**config.mk**
```make
export PLATFORM = sky130hd
export DESIGN_NAME = irq_entry_seq
export DESIGN_NICKNAME = d
export VERILOG_FILES = /design/src/rtl/irq_entry_pkg.sv /design/src/rtl/irq_nmi_latch.sv /design/src/rtl/irq_gate.sv /design/src/rtl/irq_entry_fsm.sv /design/src/rtl/irq_entry_seq.sv
export SDC_FILE = /design/constraint.sdc
export NUM_CORES = 1
export LEC_CHECK = 0
export ABC_AREA = 1
export BUFFER_PORTS_ARGS = -buffer_cell sky130_fd_sc_hd__buf_4
export CELL_PAD_IN_SITES_DETAIL_PLACEMENT = 0
export CELL_PAD_IN_SITES_GLOBAL_PLACEMENT = 2
export CORE_ASPECT_RATIO = 1.5
export CORE_MARGIN = 4
export CORE_UTILIZATION = 28
export DETAILED_ROUTE_END_ITERATION = 8
export PLACE_DENSITY_LB_ADDON = 0.12
export SLEW_MARGIN = 20
export SYNTH_ARGS = -nofsm -noshare
export SYNTH_HDL_FRONTEND = slang
export SYNTH_SLANG_ARGS = --single-unit
```
**constraint.sdc**
```tcl
create_clock -name clk -period 3.2 [get_ports clk]
set_clock_uncertainty 0.15 [all_clocks]
set_input_delay 0.48 -clock clk [delete_from_list [all_inputs] [get_ports clk]]
set_output_delay 0.48 -clock clk [all_outputs]
set_load 0.01 [all_outputs]
```
**src/rtl/irq_entry_pkg.sv**
```systemverilog
package irq_entry_pkg;

  typedef enum logic [1:0] {
    CLS_PLAIN  = 2'd0,
    CLS_SPLD_A = 2'd1,
    CLS_SPLD_B = 2'd2,
    CLS_EXT    = 2'd3
  } fetch_cls_e;

  typedef enum logic [2:0] {
    ST_IDLE    = 3'd0,
    ST_DUMMY   = 3'd1,
    ST_PUSH_PC = 3'd2,
    ST_PUSH_FL = 3'd3,
    ST_VECTOR  = 3'd4
  } entry_st_e;

  localparam logic [15:0] NMI_VECTOR = 16'h0100;

  // Stack slot below a pointer; caller truncates to its own width.
  function automatic logic [31:0] stack_slot(input logic [31:0] sp);
    return sp - 32'd1;
  endfunction

  function automatic logic is_sp_load(input fetch_cls_e c);
    return (c == CLS_SPLD_A) || (c == CLS_SPLD_B);
  endfunction

endpackage

```
**src/rtl/irq_nmi_latch.sv**
```systemverilog
module irq_nmi_latch (
  input  logic clk,
  input  logic rst_n,
  input  logic nmi_in,
  input  logic take_nmi,
  output logic nmi_edge,
  output logic nmi_pend
);
  logic nmi_q;

  assign nmi_edge = nmi_in & ~nmi_q;

  always_ff @(posedge clk or negedge rst_n) begin
    if (!rst_n) begin
      nmi_q    <= 1'b0;
      nmi_pend <= 1'b0;
    end else begin
      nmi_q    <= nmi_in;
      nmi_pend <= nmi_edge | (nmi_pend & ~take_nmi);
    end
  end
endmodule

```
**src/rtl/irq_gate.sv**
```systemverilog
module irq_gate
  import irq_entry_pkg::*;
(
  input  logic       clk,
  input  logic       rst_n,
  input  logic       fetch_valid,
  input  logic [1:0] fetch_class,
  input  logic       busy,
  input  logic       nmi_pend,
  input  logic       irq_req,
  input  logic       ie_flag,
  output logic       pair_open,
  output logic       boundary_open,
  output logic       take_nmi,
  output logic       take_irq
);
  fetch_cls_e cls;
  fetch_cls_e first_q;
  logic       fetch_ok;

  assign cls      = fetch_cls_e'(fetch_class);
  assign fetch_ok = fetch_valid & ~busy;

  always_ff @(posedge clk or negedge rst_n) begin
    if (!rst_n) begin
      pair_open <= 1'b0;
      first_q   <= CLS_PLAIN;
    end else if (fetch_ok && is_sp_load(cls)) begin
      if (!pair_open) begin
        pair_open <= 1'b1;
        first_q   <= cls;
      end else if (cls != first_q) begin
        pair_open <= 1'b0;
      end
    end
  end

  // A boundary samples only after a plain instruction outside a pair.
  assign boundary_open = fetch_ok & ~pair_open & (cls == CLS_PLAIN);
  assign take_nmi      = boundary_open & nmi_pend;
  assign take_irq      = boundary_open & ~nmi_pend & irq_req & ie_flag;
endmodule

```
**src/rtl/irq_entry_fsm.sv**
```systemverilog
module irq_entry_fsm
  import irq_entry_pkg::*;
#(
  parameter int PCW = 16,
  parameter int FW  = 4,
  parameter int SPW = 8
) (
  input  logic           clk,
  input  logic           rst_n,
  input  logic           take_nmi,
  input  logic           take_irq,
  input  logic [PCW-1:0] ret_pc,
  input  logic [FW-1:0]  flags_in,
  input  logic [SPW-1:0] sp1_in,
  input  logic [SPW-1:0] sp2_in,
  input  logic [PCW-1:0] irq_vector,
  output logic           busy,
  output logic           dummy_fetch,
  output logic           wr_en,
  output logic [SPW-1:0] wr_addr,
  output logic [PCW-1:0] wr_data,
  output logic           pc_load,
  output logic [PCW-1:0] pc_vector,
  output logic           nmi_ack,
  output logic           irq_ack,
  output logic           ie_clear,
  output logic           sp_wb,
  output logic [SPW-1:0] sp1_new,
  output logic [SPW-1:0] sp2_new
);
  localparam int PADW = PCW - FW;

  entry_st_e      st_q;
  logic           nmi_q;
  logic [PCW-1:0] pc_q;
  logic [FW-1:0]  fl_q;
  logic [SPW-1:0] sp1_q;
  logic [SPW-1:0] sp2_q;
  logic [PCW-1:0] vec_q;
  logic [SPW-1:0] slot1;
  logic [SPW-1:0] slot2;

  always_ff @(posedge clk or negedge rst_n) begin
    if (!rst_n) begin
      st_q  <= ST_IDLE;
      nmi_q <= 1'b0;
      pc_q  <= '0;
      fl_q  <= '0;
      sp1_q <= '0;
      sp2_q <= '0;
      vec_q <= '0;
    end else begin
      unique case (st_q)
        ST_IDLE: if (take_nmi || take_irq) begin
          st_q  <= ST_DUMMY;
          nmi_q <= take_nmi;
          pc_q  <= ret_pc;
          fl_q  <= flags_in;
          sp1_q <= sp1_in;
          sp2_q <= sp2_in;
          vec_q <= take_nmi ? PCW'(NMI_VECTOR) : irq_vector;
        end
        ST_DUMMY:   st_q <= ST_PUSH_PC;
        ST_PUSH_PC: st_q <= ST_PUSH_FL;
        ST_PUSH_FL: st_q <= ST_VECTOR;
        ST_VECTOR:  st_q <= ST_IDLE;
        default:    st_q <= ST_IDLE;
      endcase
    end
  end

  assign slot1 = SPW'(stack_slot(32'(sp1_q)));
  assign slot2 = SPW'(stack_slot(32'(sp2_q)));

  always_comb begin
    busy        = (st_q != ST_IDLE);
    dummy_fetch = (st_q == ST_DUMMY);
    wr_en       = 1'b0;
    wr_addr     = '0;
    wr_data     = '0;
    pc_load     = 1'b0;
    pc_vector   = '0;
    ie_clear    = 1'b0;
    sp_wb       = 1'b0;
    sp1_new     = '0;
    sp2_new     = '0;
    unique case (st_q)
      ST_PUSH_PC: begin
        wr_en   = 1'b1;
        wr_addr = slot2;
        wr_data = pc_q;
      end
      ST_PUSH_FL: begin
        wr_en   = 1'b1;
        wr_addr = slot1;
        wr_data = {{PADW{1'b0}}, fl_q};
      end
      ST_VECTOR: begin
        pc_load   = 1'b1;
        pc_vector = vec_q;
        ie_clear  = 1'b1;
        sp_wb     = 1'b1;
        sp1_new   = slot1;
        sp2_new   = slot2;
      end
      default: ;
    endcase
    nmi_ack = busy & nmi_q;
    irq_ack = busy & ~nmi_q;
  end
endmodule

```
**src/rtl/irq_entry_seq.sv**
```systemverilog
module irq_entry_seq
  import irq_entry_pkg::*;
#(
  parameter int PCW = 16,
  parameter int FW  = 4,
  parameter int SPW = 8
) (
  input  logic           clk,
  input  logic           rst_n,
  input  logic           fetch_valid,
  input  logic [1:0]     fetch_class,
  input  logic [PCW-1:0] fetch_pc,
  input  logic [FW-1:0]  flags_in,
  input  logic           ie_flag,
  input  logic [SPW-1:0] sp1_in,
  input  logic [SPW-1:0] sp2_in,
  input  logic           nmi_in,
  input  logic           irq_req,
  input  logic [PCW-1:0] irq_vector,
  output logic           busy,
  output logic           dummy_fetch,
  output logic           wr_en,
  output logic [SPW-1:0] wr_addr,
  output logic [PCW-1:0] wr_data,
  output logic           pc_load,
  output logic [PCW-1:0] pc_vector,
  output logic           nmi_ack,
  output logic           irq_ack,
  output logic           ie_clear,
  output logic           sp_wb,
  output logic [SPW-1:0] sp1_new,
  output logic [SPW-1:0] sp2_new
);
  // Internal events, named for the checker.
  logic nmi_edge;
  logic nmi_pend;
  logic pair_open;
  logic boundary_open;
  logic take_nmi;
  logic take_irq;

  irq_nmi_latch u_nmi (
    .clk      (clk),
    .rst_n    (rst_n),
    .nmi_in   (nmi_in),
    .take_nmi (take_nmi),
    .nmi_edge (nmi_edge),
    .nmi_pend (nmi_pend)
  );

  irq_gate u_gate (
    .clk           (clk),
    .rst_n         (rst_n),
    .fetch_valid   (fetch_valid),
    .fetch_class   (fetch_class),
    .busy          (busy),
    .nmi_pend      (nmi_pend),
    .irq_req       (irq_req),
    .ie_flag       (ie_flag),
    .pair_open     (pair_open),
    .boundary_open (boundary_open),
    .take_nmi      (take_nmi),
    .take_irq      (take_irq)
  );

  irq_entry_fsm #(.PCW(PCW), .FW(FW), .SPW(SPW)) u_fsm (
    .clk         (clk),
    .rst_n       (rst_n),
    .take_nmi    (take_nmi),
    .take_irq    (take_irq),
    .ret_pc      (fetch_pc),
    .flags_in    (flags_in),
    .sp1_in      (sp1_in),
    .sp2_in      (sp2_in),
    .irq_vector  (irq_vector),
    .busy        (busy),
    .dummy_fetch (dummy_fetch),
    .wr_en       (wr_en),
    .wr_addr     (wr_addr),
    .wr_data     (wr_data),
    .pc_load     (pc_load),
    .pc_vector   (pc_vector),
    .nmi_ack     (nmi_ack),
    .irq_ack     (irq_ack),
    .ie_clear    (ie_clear),
    .sp_wb       (sp_wb),
    .sp1_new     (sp1_new),
    .sp2_new     (sp2_new)
  );
endmodule

```
=== Word level (Yosys, flattened, before mapping) ===
Index checks and enable logic that the tools add are counted.

* Flip-flop bits (word level): 61
* Input bits: 60
* Output and inout port bits: 64
* Word-level logic and storage cells: 60

* Add/sub/neg operators: 2
* Equality and inequality tests: 8
* Mux-type cells: 12
* Bitwise gates (word level): 18
* Reductions and logical operators: 9

{| class="wikitable"
|+ Operators with widths
! kind !! count
|-
| 2-to-1 mux 16 bit || 2
|-
| case mux 16 bit (2 select lines) || 1
|-
| 2-to-1 mux 8 bit || 2
|-
| case mux 8 bit (2 select lines) || 1
|-
| subtractor 8 x 1 -> 8 bit (second input constant) || 2
|-
| case mux 3 bit (4 select lines) || 1
|-
| bitwise AND 1 bit || 11
|-
| equality test 3 x 2 -> 1 bit (second input constant) || 2
|-
| NOT 1 bit || 6
|-
| 2-to-1 mux 1 bit || 4
|-
| AND reduction 2 bit || 2
|-
| equality test 3 x 1 -> 1 bit (second input constant) || 1
|-
| equality test 3 bit (second input constant) || 1
|-
| logical NOT 3 bit || 1
|-
| 2-to-1 mux 3 bit || 1
|-
| nonzero test 3 bit || 1
|-
| equality test 2 x 1 -> 1 bit (second input constant) || 1
|-
| equality test 2 bit (second input constant) || 1
|-
| logical NOT 2 bit || 1
|-
| logical OR 1 bit || 2
|-
| != test 2 x 1 -> 1 bit (second input constant) || 1
|-
| != test 2 bit || 1
|-
| OR reduction 2 bit || 1
|-
| logical AND 1 bit || 1
|-
| OR 1 bit || 1
|}

=== Depth between registers and ports, before layout ===
Gate-level depths: netlist of run 1.

* Word-level depth: 11
* Depth in mapped cells: 9
* Gate-level depth less buffers: 9

=== Hierarchy ===
A second synthesis of run 1 with hierarchy kept.

* Cells, all modules: 422
* Area total of the unflattened synthesis: 3,234.4 um^2

{| class="wikitable"
|+ Modules (own cells, without submodules)
! module !! instances !! cells an instance !! area each (um^2) !! sequential area each (um^2)
|-
| irq_entry_fsm || 1 || 380 || 2,940.3 || 1,401.3
|-
| irq_gate || 1 || 34 || 219.0 || 75.1
|-
| irq_nmi_latch || 1 || 8 || 75.1 || 50.0
|}

=== Worst setup path after synthesis of run 1 ===
No wires, ideal clock.

* Path kind: reg-to-output
* Start: reg u_fsm.st_q[0]
* End: out pc_vector[10]
* Arrival: 1.318 ns
* Required time: 2.570 ns
* Slack: 1.252 ns
* Cell stages (with the launch flop): 7
* Path buffers: 1
* Path through: dfrtp_1 -> nor2_2 -> inv_1 -> nor2_2 -> inv_2 -> buf_2 -> nor2_1

* Cells in the longest elaborated chain, start to end: 2

{| class="wikitable"
|+ RTL lines
! element !! RTL line !! source
|-
| from (decl) || irq_entry_fsm.sv:33 || <nowiki>entry_st_e st_q;</nowiki>
|-
| from (signal assigned) || irq_entry_fsm.sv:45 || <nowiki>st_q <= ST_IDLE;</nowiki>
|-
| from (signal assigned) || irq_entry_fsm.sv:55 || <nowiki>st_q <= ST_DUMMY;</nowiki>
|-
| from (signal assigned) || irq_entry_fsm.sv:63 || <nowiki>ST_DUMMY: st_q <= ST_PUSH_PC;</nowiki>
|-
| equality test 3 bit || irq_entry_fsm.sv:87 || <nowiki>unique case (st_q)</nowiki>
|-
| 2-to-1 mux 16 bit || irq_entry_fsm.sv:87 ||
|-
| to (decl) || irq_entry_seq.sv:26 || <nowiki>output logic [PCW-1:0] pc_vector,</nowiki>
|}

No other way between the ends.

=== Worst setup path in the final report of run 1 ===
Same ends and word-level chain as after synthesis.

==> results.json, run 1 <==
{
  "status": "finished, final reports clean",
  "synth_xor_area_frac": 0.0133,
  "fmax_ghz": 0.388,
  "crit_slowest_cell": "dfrtp_1",
  "std_cell_rows": 48,
  "layout.cells.non_filler": 727,
  "nets": 635,
  "place.port_buffers": 123,
  "r2r_cells": 6,
  "postLayoutCellArea_um2": 4610,
  "synth_cells": 455,
  "drv_slew": 0,
  "yosys.area_share.simple": 0.372,
  "crit_chain": "nor2_2 > inv_1 > nor2_2 > inv_2 > nor2_1 > buf_4",
  "finalCritPeriodShare": 0.806,
  "slew_headroom": 0.469,
  "dr.pass1.iters": 4,
  "hold_class": "in -> async",
  "ctsHoldBuffers": 0,
  "fin_tns_setup_ns": 0,
  "diodes": 0,
  "top_layer_used": "met4",
  "synth_warnings": 0,
  "p_per_area_nw_per_um2": 827,
  "clock_sinks": 61,
  "root_buffer": "clkbuf_16",
  "worstPathRequired_ns": 2.57,
  "drc": 0,
  "p_comb_frac": 0.418,
  "met1Wirelength_um": 4160,
  "synth_flop_cell": "dfrtp_1",
  "insertion_delay_ns": 0.32,
  "period_needed_ns": 2.58,
  "setup-violations-final": 0,
  "critPathKind": "reg -> out",
  "synth_fa_ha_area_frac": 0.0114,
  "avgViaCountPerCell": 4.51,
  "final_antenna_net_count": 0,
  "drive_gt1_frac": 0.263,
  "drt_iter0_drc": 106,
  "dpl.cell_count": 711,
  "synth_compound_area_frac": 0.0342,
  "clk_pin_slew_ns": 0.05,
  "synth_top_area_cell": "dfrtp_1",
  "clock_path_buffers": 2,
  "grt.overflow.total": 0,
  "seqPwrFrac": 0.334,
  "io_pins": 124,
  "htree_levels": 3,
  "r2r_start": "u_fsm.st_q[0]$_DFFE_PN0P_",
  "intPower_mw": 2.31,
  "power.leakage_nw": 2.54,
  "syn-num-nets": 518,
  "ys_ff_latch": 61,
  "rsz0062_at_grt": "no",
  "met2_length_um": 5580,
  "die_h_um": 141,
  "endpoint_kind": "output pin",
  "synthDistinctLibCells": 25,
  "p_clk_frac": 0.249,
  "total_power_mw": 3.81,
  "die-area_um2": 13600,
  "avgSynthCellArea_um2": 7.23,
  "post-dp-hpwl_um": 7590,
  "synth_area_leaders": "dfrtp_1 (46%), nand2_1 (17%), nand3_1 (7.6%)",
  "max_cap_violations": 0,
  "muxShareOfSynthArea": 0,
  "fin_util": 0.400,
  "arrival_ns": 1.95,
  "worst-r2r-setup-slack_ns": 1.11,
  "max-vdd-ir-drop_mv": 0.286,
  "ctsResizeCount": 0,
  "hold_viol_final": 0,
  "p_switching_mw": 1.50,
  "switching_share": 0.393,
  "core_region_area_um2": 11500,
  "grt_pass1_vias": 3362,
  "drt_wl_total_um": 10400,
  "syn_to_final_growth_pct": 40.2,
  "slowest_delay_ns": 0.43,
  "vias": 3276,
  "cts_buffers": 9,
  "start_kind": "register",
  "synth_top_family_by_area": "simple AND/OR/NAND/NOR gates",
  "grt_pass1_wl_um": 16800,
  "ys_seq_area_frac": 0.464,
  "fp.dieW_um": 96.5,
  "gr-usage-all-layers": 0.164,
  "antenna_found_initial": 0,
  "cp_max_fo": 28,
  "wl_met3_um": 528,
  "synth_async_sr_flop_share": 1.00,
  "synthesis.area_um2": 3290,
  "crit_path_frequent_cell": "nor2_2",
  "dpl_cell_area_um2": 4320,
  "r2r-end": "u_fsm.sp1_q[5]$_DFFE_PN0P_",
  "gp_congestion": 0.731,
  "yosys.area.top_type_share": 0.464,
  "post_cts_buffers": 0,
  "synth_edf_count": 0,
  "tightestPinTransition_ns": 0.797,
  "wl_per_cell_um": 14.3,
  "start_util": 0.285,
  "cts_tree": "yes",
  "grt_max_degree": 62
}
synth_stat cells, types with 2 or more instances:
library cell,n
inv_1,57
a22o_1,4
dfrtp_1,61
o21ai_0,7
nand2_1,150
and2_1,4
inv_2,4
nand4_1,17
xor2_1,5
buf_2,17
nand3_1,50
a21oi_1,2
o22ai_1,4
nor2_1,57
ha_1,3
nor2_2,2
buf_4,3
routing by layer:
layer / up-vias / global-route usage
li1: 1646 / -
met1: 1526 / 0.194
met2: 93 / 0.287
met3: 11 / 0.0363
met4: 0 / 0.0554
met5: - / 0
power groups by stage:
stage / sequential, mW / combinational, mW / clock [mW]
floorplan: 1.23 / 1.02 / 0
global placement: 1.28 / 1.62 / 0
detailed placement: 1.28 / 1.64 / 0
CTS: 1.27 / 1.64 / 0.976
global route: 1.31 / 1.84 / 1.01
finish: 1.27 / 1.59 / 0.948
final cells by class:
type                       instances  area (µm²)
fill                            1279        6920
sequential                        61        1530
multi-input combinational        311        1420
timing repair buffer             127         953
clock buffer                      11         243
inverter                          62         233
tap                              150         188
clock inverter                     5        50.0
cell families (layout without fill, tap and decap cells):
| kind of cell | Yosys count | after routing |
|---|---|---|
| AND/OR/NAND/NOR | 285 | 285 |
| XOR/XNOR | 5 | 5 |
| AO/OA/AOI/OAI | 18 | 18 |
| buffers and inverters | 83 | 205 |
| adder cells (fa/ha/maj) | 3 | 3 |
| flip-flops | 61 | 61 |
sequential cells by signal, summed over array words and instances, names as in the netlist:
name and count:
u_fsm.nmi_q 1, u_fsm.st_q 3, u_nmi.nmi_pend 1, u_fsm.fl_q 4, u_fsm.pc_q 16, u_gate.pair_open 1, u_fsm.vec_q 16, u_fsm.sp2_q 8
u_gate.first_q 2, u_nmi.nmi_q 1, u_fsm.sp1_q 8
stage by stage:
step / hold slack [ns] / setup WS (ns)
after global routing: 0.103 / 0.355
final: 0.0826 / 0.621
after floorplan: 0.0344 / 1.25
after global placement: 0.265 / 0.887
after detailed placement: 0.275 / 0.820
after CTS: 0.105 / 0.533
how the worst max path moves through the flow:
stage | depth (start not counted) | startpoint | endpoint
after global routing | 6 | u_fsm.st_q[0]$_DFFE_PN0P_ | pc_vector[10]
after global placement | 8 | fetch_class[0] | u_fsm.vec_q[0]$_DFFE_PN0P_
after detailed placement | 8 | fetch_class[0] | u_fsm.sp2_q[4]$_DFFE_PN0P_
after floorplan | 6 | u_fsm.st_q[0]$_DFFE_PN0P_ | pc_vector[10]
final | 6 | u_fsm.st_q[0]$_DFFE_PN0P_ | pc_vector[10]
after CTS | 6 | u_fsm.st_q[0]$_DFFE_PN0P_ | sp1_new[6]
critical path: cells and delay by family (launching register included):
kind | cells | cell delay, ns
and+or+nand+nor | 3 | 0.64
buffers and inverters | 3 | 0.56
DFF | 1 | 0.43
placed cells by master, fill, tap and decap left out:
cell type / netlist / final
o22ai_1: 4 / 4
nor2_4: 1 / 1
clkinv_2: 0 / 4
xor2_1: 5 / 5
nand3b_1: 1 / 1
inv_1: 57 / 57
ha_1: 3 / 3
nor2_1: 57 / 57
o21ai_0: 7 / 7
inv_2: 4 / 4
a22o_1: 4 / 4
nand2_2: 1 / 1
nand3_1: 50 / 50
clkbuf_1: 1 / 1
nand2_1: 150 / 150
nand2_4: 1 / 1
clkbuf_16: 0 / 9
clkinv_1: 1 / 1
buf_4: 3 / 127
nor3_4: 1 / 1
o211ai_1: 1 / 1
nor2_2: 2 / 2
clkbuf_8: 0 / 1
and2_1: 4 / 4
dfrtp_1: 61 / 61
nand4_1: 17 / 17
bufinv_16: 0 / 1
a21oi_1: 2 / 2
(Power assumes the default switching activity.)
==> run 2: changes to the inputs <==
Settings changed: CORE_UTILIZATION 28 to 26.
Clock period 3.2 ns to 2.4 ns, I/O delays scaled along.
==> run 2 against run 1 <==
Compared with the run above: the run now ends with negative hold slack left; design area is 1.8% higher; first-iteration DRC count is 24% higher; sequential share of layout area is 0.60 points lower; register-to-register slack worse by 0.41 ns; worst setup slack worse by 0.47 ns; die area is 7.1% higher; via count is 0.95% lower; sequential power is 34% higher; highest routed layer unchanged.
==> results.json, run 2 (synthesis gave the netlist of run 1 again) <==
{
  "htree_levels": 3,
  "core_region_area_um2": 12400,
  "critPathKind": "reg -> out",
  "post_cts_buffers": 0,
  "fp.dieW_um": 99.8,
  "syn_to_final_growth_pct": 42.8,
  "drt_iter0_drc": 131,
  "power.leakage_nw": 2.58,
  "cp_max_fo": 5,
  "drt_wl_total_um": 10500,
  "crit_chain": "inv_1 > ha_1 > inv_1 > nor2_2 > nand2_1 > xor2_1 > and2_1 > buf_4",
  "crit_path_frequent_cell": "inv_1",
  "regArea_um2": 1530,
  "tightestPinTransition_ns": 0.790,
  "clock_sinks": 61,
  "start_util": 0.264,
  "dpl.cell_count": 721,
  "place.port_buffers": 123,
  "dr.pass1.iters": 4,
  "antenna_found_initial": 0,
  "std_cell_rows": 50,
  "final_antenna_net_count": 0,
  "diodes": 0,
  "clk_pin_slew_ns": 0.06,
  "hold_viol_final": 37,
  "slew_headroom": 0.473,
  "mostFrequentLayoutCell": "nand2_1",
  "fillers": 1382,
  "crit_slowest_cell": "dfrtp_1",
  "drv_slew": 0,
  "fin_hold_ws_ns": -0.0324,
  "avgViaCountPerCell": 4.40,
  "grt_pass1_vias": 3344,
  "root_buffer": "clkbuf_16",
  "grt_max_degree": 62,
  "cts_tree": "yes",
  "hold_class": "in -> async",
  "status": "complete, but fails checks",
  "fin_tns_setup_ns": 0,
  "insertion_delay_ns": 0.32,
  "fmax_ghz": 0.444,
  "rsz0062_at_grt": "no",
  "max_cap_violations": 0,
  "grt.overflow.total": 0,
  "io_pins": 124,
  "gr-usage-all-layers": 0.150,
  "die-area_um2": 14500,
  "clock_path_buffers": 2,
  "nets": 640,
  "crit_family": "flip-flops",
  "endpoint_kind": "output pin",
  "grt_pass1_wl_um": 17200,
  "slowest_delay_ns": 0.42,
  "vias": 3245,
  "mostFrequentLayoutCells": "nand2_1 (150), buf_4 (130), dfrtp_1 (61)",
  "cts_buffers": 9,
  "critical_path_buf_inv_count": 3,
  "wl_per_cell_um": 14.2,
  "die_h_um": 146,
  "finalCritPeriodShare": 0.938,
  "violations": "negative hold slack",
  "p_per_area_nw_per_um2": 1110,
  "max-vdd-ir-drop_mv": 0.383,
  "worstPathRequired_ns": 1.89,
  "post-dp-hpwl_um": 7820,
  "multiInputGateArea_um2": 1420,
  "drive_gt1_frac": 0.269,
  "arrival_ns": 1.74,
  "reg_top3": "u_fsm.pc_q x16, u_fsm.vec_q x16",
  "drc": 0,
  "period_needed_ns": 2.25,
  "start_kind": "register",
  "setup-violations-final": 0,
  "layout.cells.non_filler": 737,
  "gp_congestion": 0.760
}
run 2: cell type report:
class                      count  share of cell area
clock buffer                  11              0.0517
tap                          156              0.0416
inverter                      62              0.0496
sequential                    61               0.325
multi-input combinational    311               0.302
clock inverter                 4              0.0155
timing repair buffer         132               0.214
run 2: worst register-to-register path, cell delays in order (launching register included):
cell	delay [ns]
dfrtp_1	0.42
nor2_2	0.15
nand3_1	0.12
nor2_4	0.15
nand2_4	0.23
buf_12	0.26
nand2_1	0.07
nand2_1	0.05
run 2: through the flow:
stage | hold slack [ns] | area, µm² | total power, mW | setup slack (ns) | utilization
CTS | 0.0121 | 4690 | 5.33 | 0.0655 | 0.377
global route | 0.0328 | 4700 | 5.72 | 0.00449 | 0.377
detailed placement | 0.277 | 4370 | 3.93 | 0.426 | 0.351
finish | -0.0324 | 4700 | 5.24 | 0.149 | 0.377
floorplan | -0.0856 | 3290 | 2.99 | 0.572 | -
global placement | 0.267 | 4370 | 3.91 | 0.456 | 0.351
run 2: power by group:
part	switching [mW]	internal, mW	total, mW	leakage (nW)
combinational	1.30	0.873	2.17	1.64
clock	0.441	0.929	1.37	0.152
sequential	0.277	1.42	1.70	0.783
run 2: repair_timing:
action	4_1_cts	5_1_grt
hold buffers	1	0
setup endpoints to repair	0	3
endpoints found under the hold margin	1	0
resized for setup	0	1
run 2: worst paths after layout:
path                                             from                    endpoint  slack [ns]  cells after the start
max                        u_fsm.sp1_q[0]$_DFFE_PN0P_                  sp1_new[4]        0.15                      8
max in group asynchronous                       rst_n  u_fsm.sp1_q[5]$_DFFE_PN0P_        1.60                      1
min                                             rst_n  u_fsm.vec_q[4]$_DFFE_PN0P_       -0.03                      1
min reg2reg                     u_nmi.nmi_q$_DFF_PN0_    u_nmi.nmi_pend$_DFF_PN0_        0.29                      1
min in group clk                            sp1_in[2]  u_fsm.sp1_q[2]$_DFFE_PN0P_        0.11                      3
max reg2reg                 u_fsm.st_q[1]$_DFFE_PN0P_  u_fsm.sp2_q[2]$_DFFE_PN0P_        0.70                      7
run 2: routing by layer:
metal | up-vias | track usage | routed length (µm)
met3 | 8 | 0.0384 | 584
met2 | 87 | 0.266 | 5490
met5 | - | 0 | 0
met1 | 1497 | 0.176 | 4310
li1 | 1653 | - | -
met4 | 0 | 0.0410 | 113
==> run 3: changes to the inputs <==
Settings changed: BUFFER_PORTS_ARGS -buffer_cell sky130_fd_sc_hd__buf_4 to -buffer_cell sky130_fd_sc_hd__buf_2, CTS_CLUSTER_DIAMETER set to 80.
==> run 3 against run 2 <==
Compared with the run above: the flow now finishes without violations; non-clock buffer count is 3 higher; clock power is 8% higher; critical path depth stayed put; first-iteration DRC count is 1.5% higher; critical endpoint unchanged; highest routed layer unchanged.
==> results.json, run 3 (synthesis gave the netlist of run 1 again) <==
{
  "syn_to_final_growth_pct": 35.4,
  "slew_headroom": 0.629,
  "fin_hold_ws_ns": 0.109,
  "antenna_found_initial": 0,
  "cts_buffers": 9,
  "gp_congestion": 0.770,
  "drc": 0,
  "vias": 3295,
  "period_needed_ns": 2.23,
  "cts_tree": "yes",
  "fmax_ghz": 0.447,
  "final_antenna_net_count": 0,
  "fp.dieW_um": 99.8,
  "dpl.cell_count": 723,
  "max-vdd-ir-drop_mv": 0.410,
  "crit_start": "u_fsm.sp1_q[0]$_DFFE_PN0P_",
  "drt_iter0_drc": 133,
  "dr.pass1.iters": 5,
  "drive_gt1_frac": 0.275,
  "root_buffer": "clkbuf_16",
  "hold_class": "in -> reg",
  "max_cap_violations": 0,
  "mostFrequentLayoutCells": "nand2_1 (150), buf_2 (123), dfrtp_1 (61)",
  "htree_levels": 3,
  "grt_pass1_wl_um": 17300,
  "core_region_area_um2": 12400,
  "start_kind": "register",
  "dpl_cell_area_um2": 4080,
  "critPathKind": "reg -> out",
  "status": "finished, final reports clean",
  "place.port_buffers": 123,
  "diodes": 0,
  "reg_top3": "u_fsm.pc_q x16, u_fsm.vec_q x16",
  "io_pins": 124,
  "tightestPinTransition_ns": 0.556,
  "hold_viol_final": 0,
  "insertion_delay_ns": 0.32,
  "grt_max_degree": 40,
  "drv_slew": 0,
  "avgViaCountPerCell": 4.45,
  "clk_pin_slew_ns": 0.05,
  "post_cts_buffers": 0,
  "post-dp-hpwl_um": 7890,
  "layout.cells.non_filler": 741,
  "p_per_area_nw_per_um2": 1170,
  "postLayoutCellArea_um2": 4450,
  "setup-violations-final": 0,
  "finalCritPeriodShare": 0.931,
  "arrival_ns": 1.72,
  "fin_tns_setup_ns": 0,
  "cp_max_fo": 5,
  "die-area_um2": 14500,
  "clock_path_buffers": 2,
  "clock_sinks": 61,
  "wl_per_cell_um": 14.4,
  "nets": 643,
  "grt_pass1_vias": 3386,
  "mostFrequentLayoutCell": "nand2_1",
  "die_h_um": 146,
  "r2r_start": "u_fsm.st_q[0]$_DFFE_PN0P_",
  "power.leakage_nw": 2.56,
  "min_from": "sp1_in[2]",
  "total_power_mw": 5.19,
  "worstPathRequired_ns": 1.89,
  "drt_wl_total_um": 10700,
  "gr-usage-all-layers": 0.151,
  "grt.overflow.total": 0,
  "endpoint_kind": "output pin",
  "rsz0062_at_grt": "no",
  "std_cell_rows": 50,
  "start_util": 0.264
}
## run 3: report_power, final
group | leakage, nW | internal [mW] | switching, mW | total (mW)
sequential | 0.783 | 1.42 | 0.280 | 1.70
clock | 0.172 | 1.02 | 0.457 | 1.48
combinational | 1.60 | 0.722 | 1.30 | 2.02
## run 3: worst max-delay path, stage by stage, from the launching register on
cell	delay (ns)
dfrtp_1	0.43
inv_1	0.10
ha_1	0.16
inv_1	0.05
nor2_2	0.14
nand2_1	0.11
xor2_2	0.16
and2_1	0.13
buf_2	0.13
## run 3: path summary, 6_finish.rpt
check / endpoint / slack (ns) / depth (start not counted)
max in group asynchronous: u_fsm.pc_q[9]$_DFFE_PN0P_ / 1.08 / 3
hold reg to reg: u_nmi.nmi_pend$_DFF_PN0_ / 0.28 / 1
setup / recovery: sp1_new[4] / 0.17 / 8
setup reg to reg: u_fsm.sp1_q[0]$_DFFE_PN0P_ / 0.71 / 6
min in group asynchronous: u_fsm.vec_q[4]$_DFFE_PN0P_ / 0.40 / 2
hold / removal: u_fsm.sp1_q[2]$_DFFE_PN0P_ / 0.11 / 3
## run 3: what timing repair did
| item | in CTS | in global routing |
|---|---|---|
| endpoints found under the hold margin | 23 | 0 |
| resized for setup | 0 | 2 |
| endpoints found under the setup margin | 0 | 4 |
| hold buffers | 2 | 0 |
## run 3: cell type report
| class | instances | area, µm² |
|---|---|---|
| sequential | 61 | 1530 |
| tap | 156 | 195 |
| clock buffer | 13 | 280 |
| timing repair buffer | 135 | 723 |
| inverter | 62 | 233 |
| multi-input combinational | 311 | 1430 |
| clock inverter | 3 | 65.1 |
| fill | 1406 | 8000 |
## run 3: through the flow
stage,worst slack [ns],util
floorplan,0.572,-
global placement,0.444,0.327
detailed placement,0.409,0.327
CTS,0.0563,0.357
global route,0.0110,0.357
finish,0.165,0.357
## run 3: routing by layer
layer | part of all wire | vias to the layer above | global-route usage
li1 | - | 1663 | -
met1 | 0.40 | 1527 | 0.170
met2 | 0.52 | 92 | 0.273
met3 | 0.057 | 13 | 0.0312
met4 | 0.015 | 0 | 0.0595
met5 | 0 | - | 0
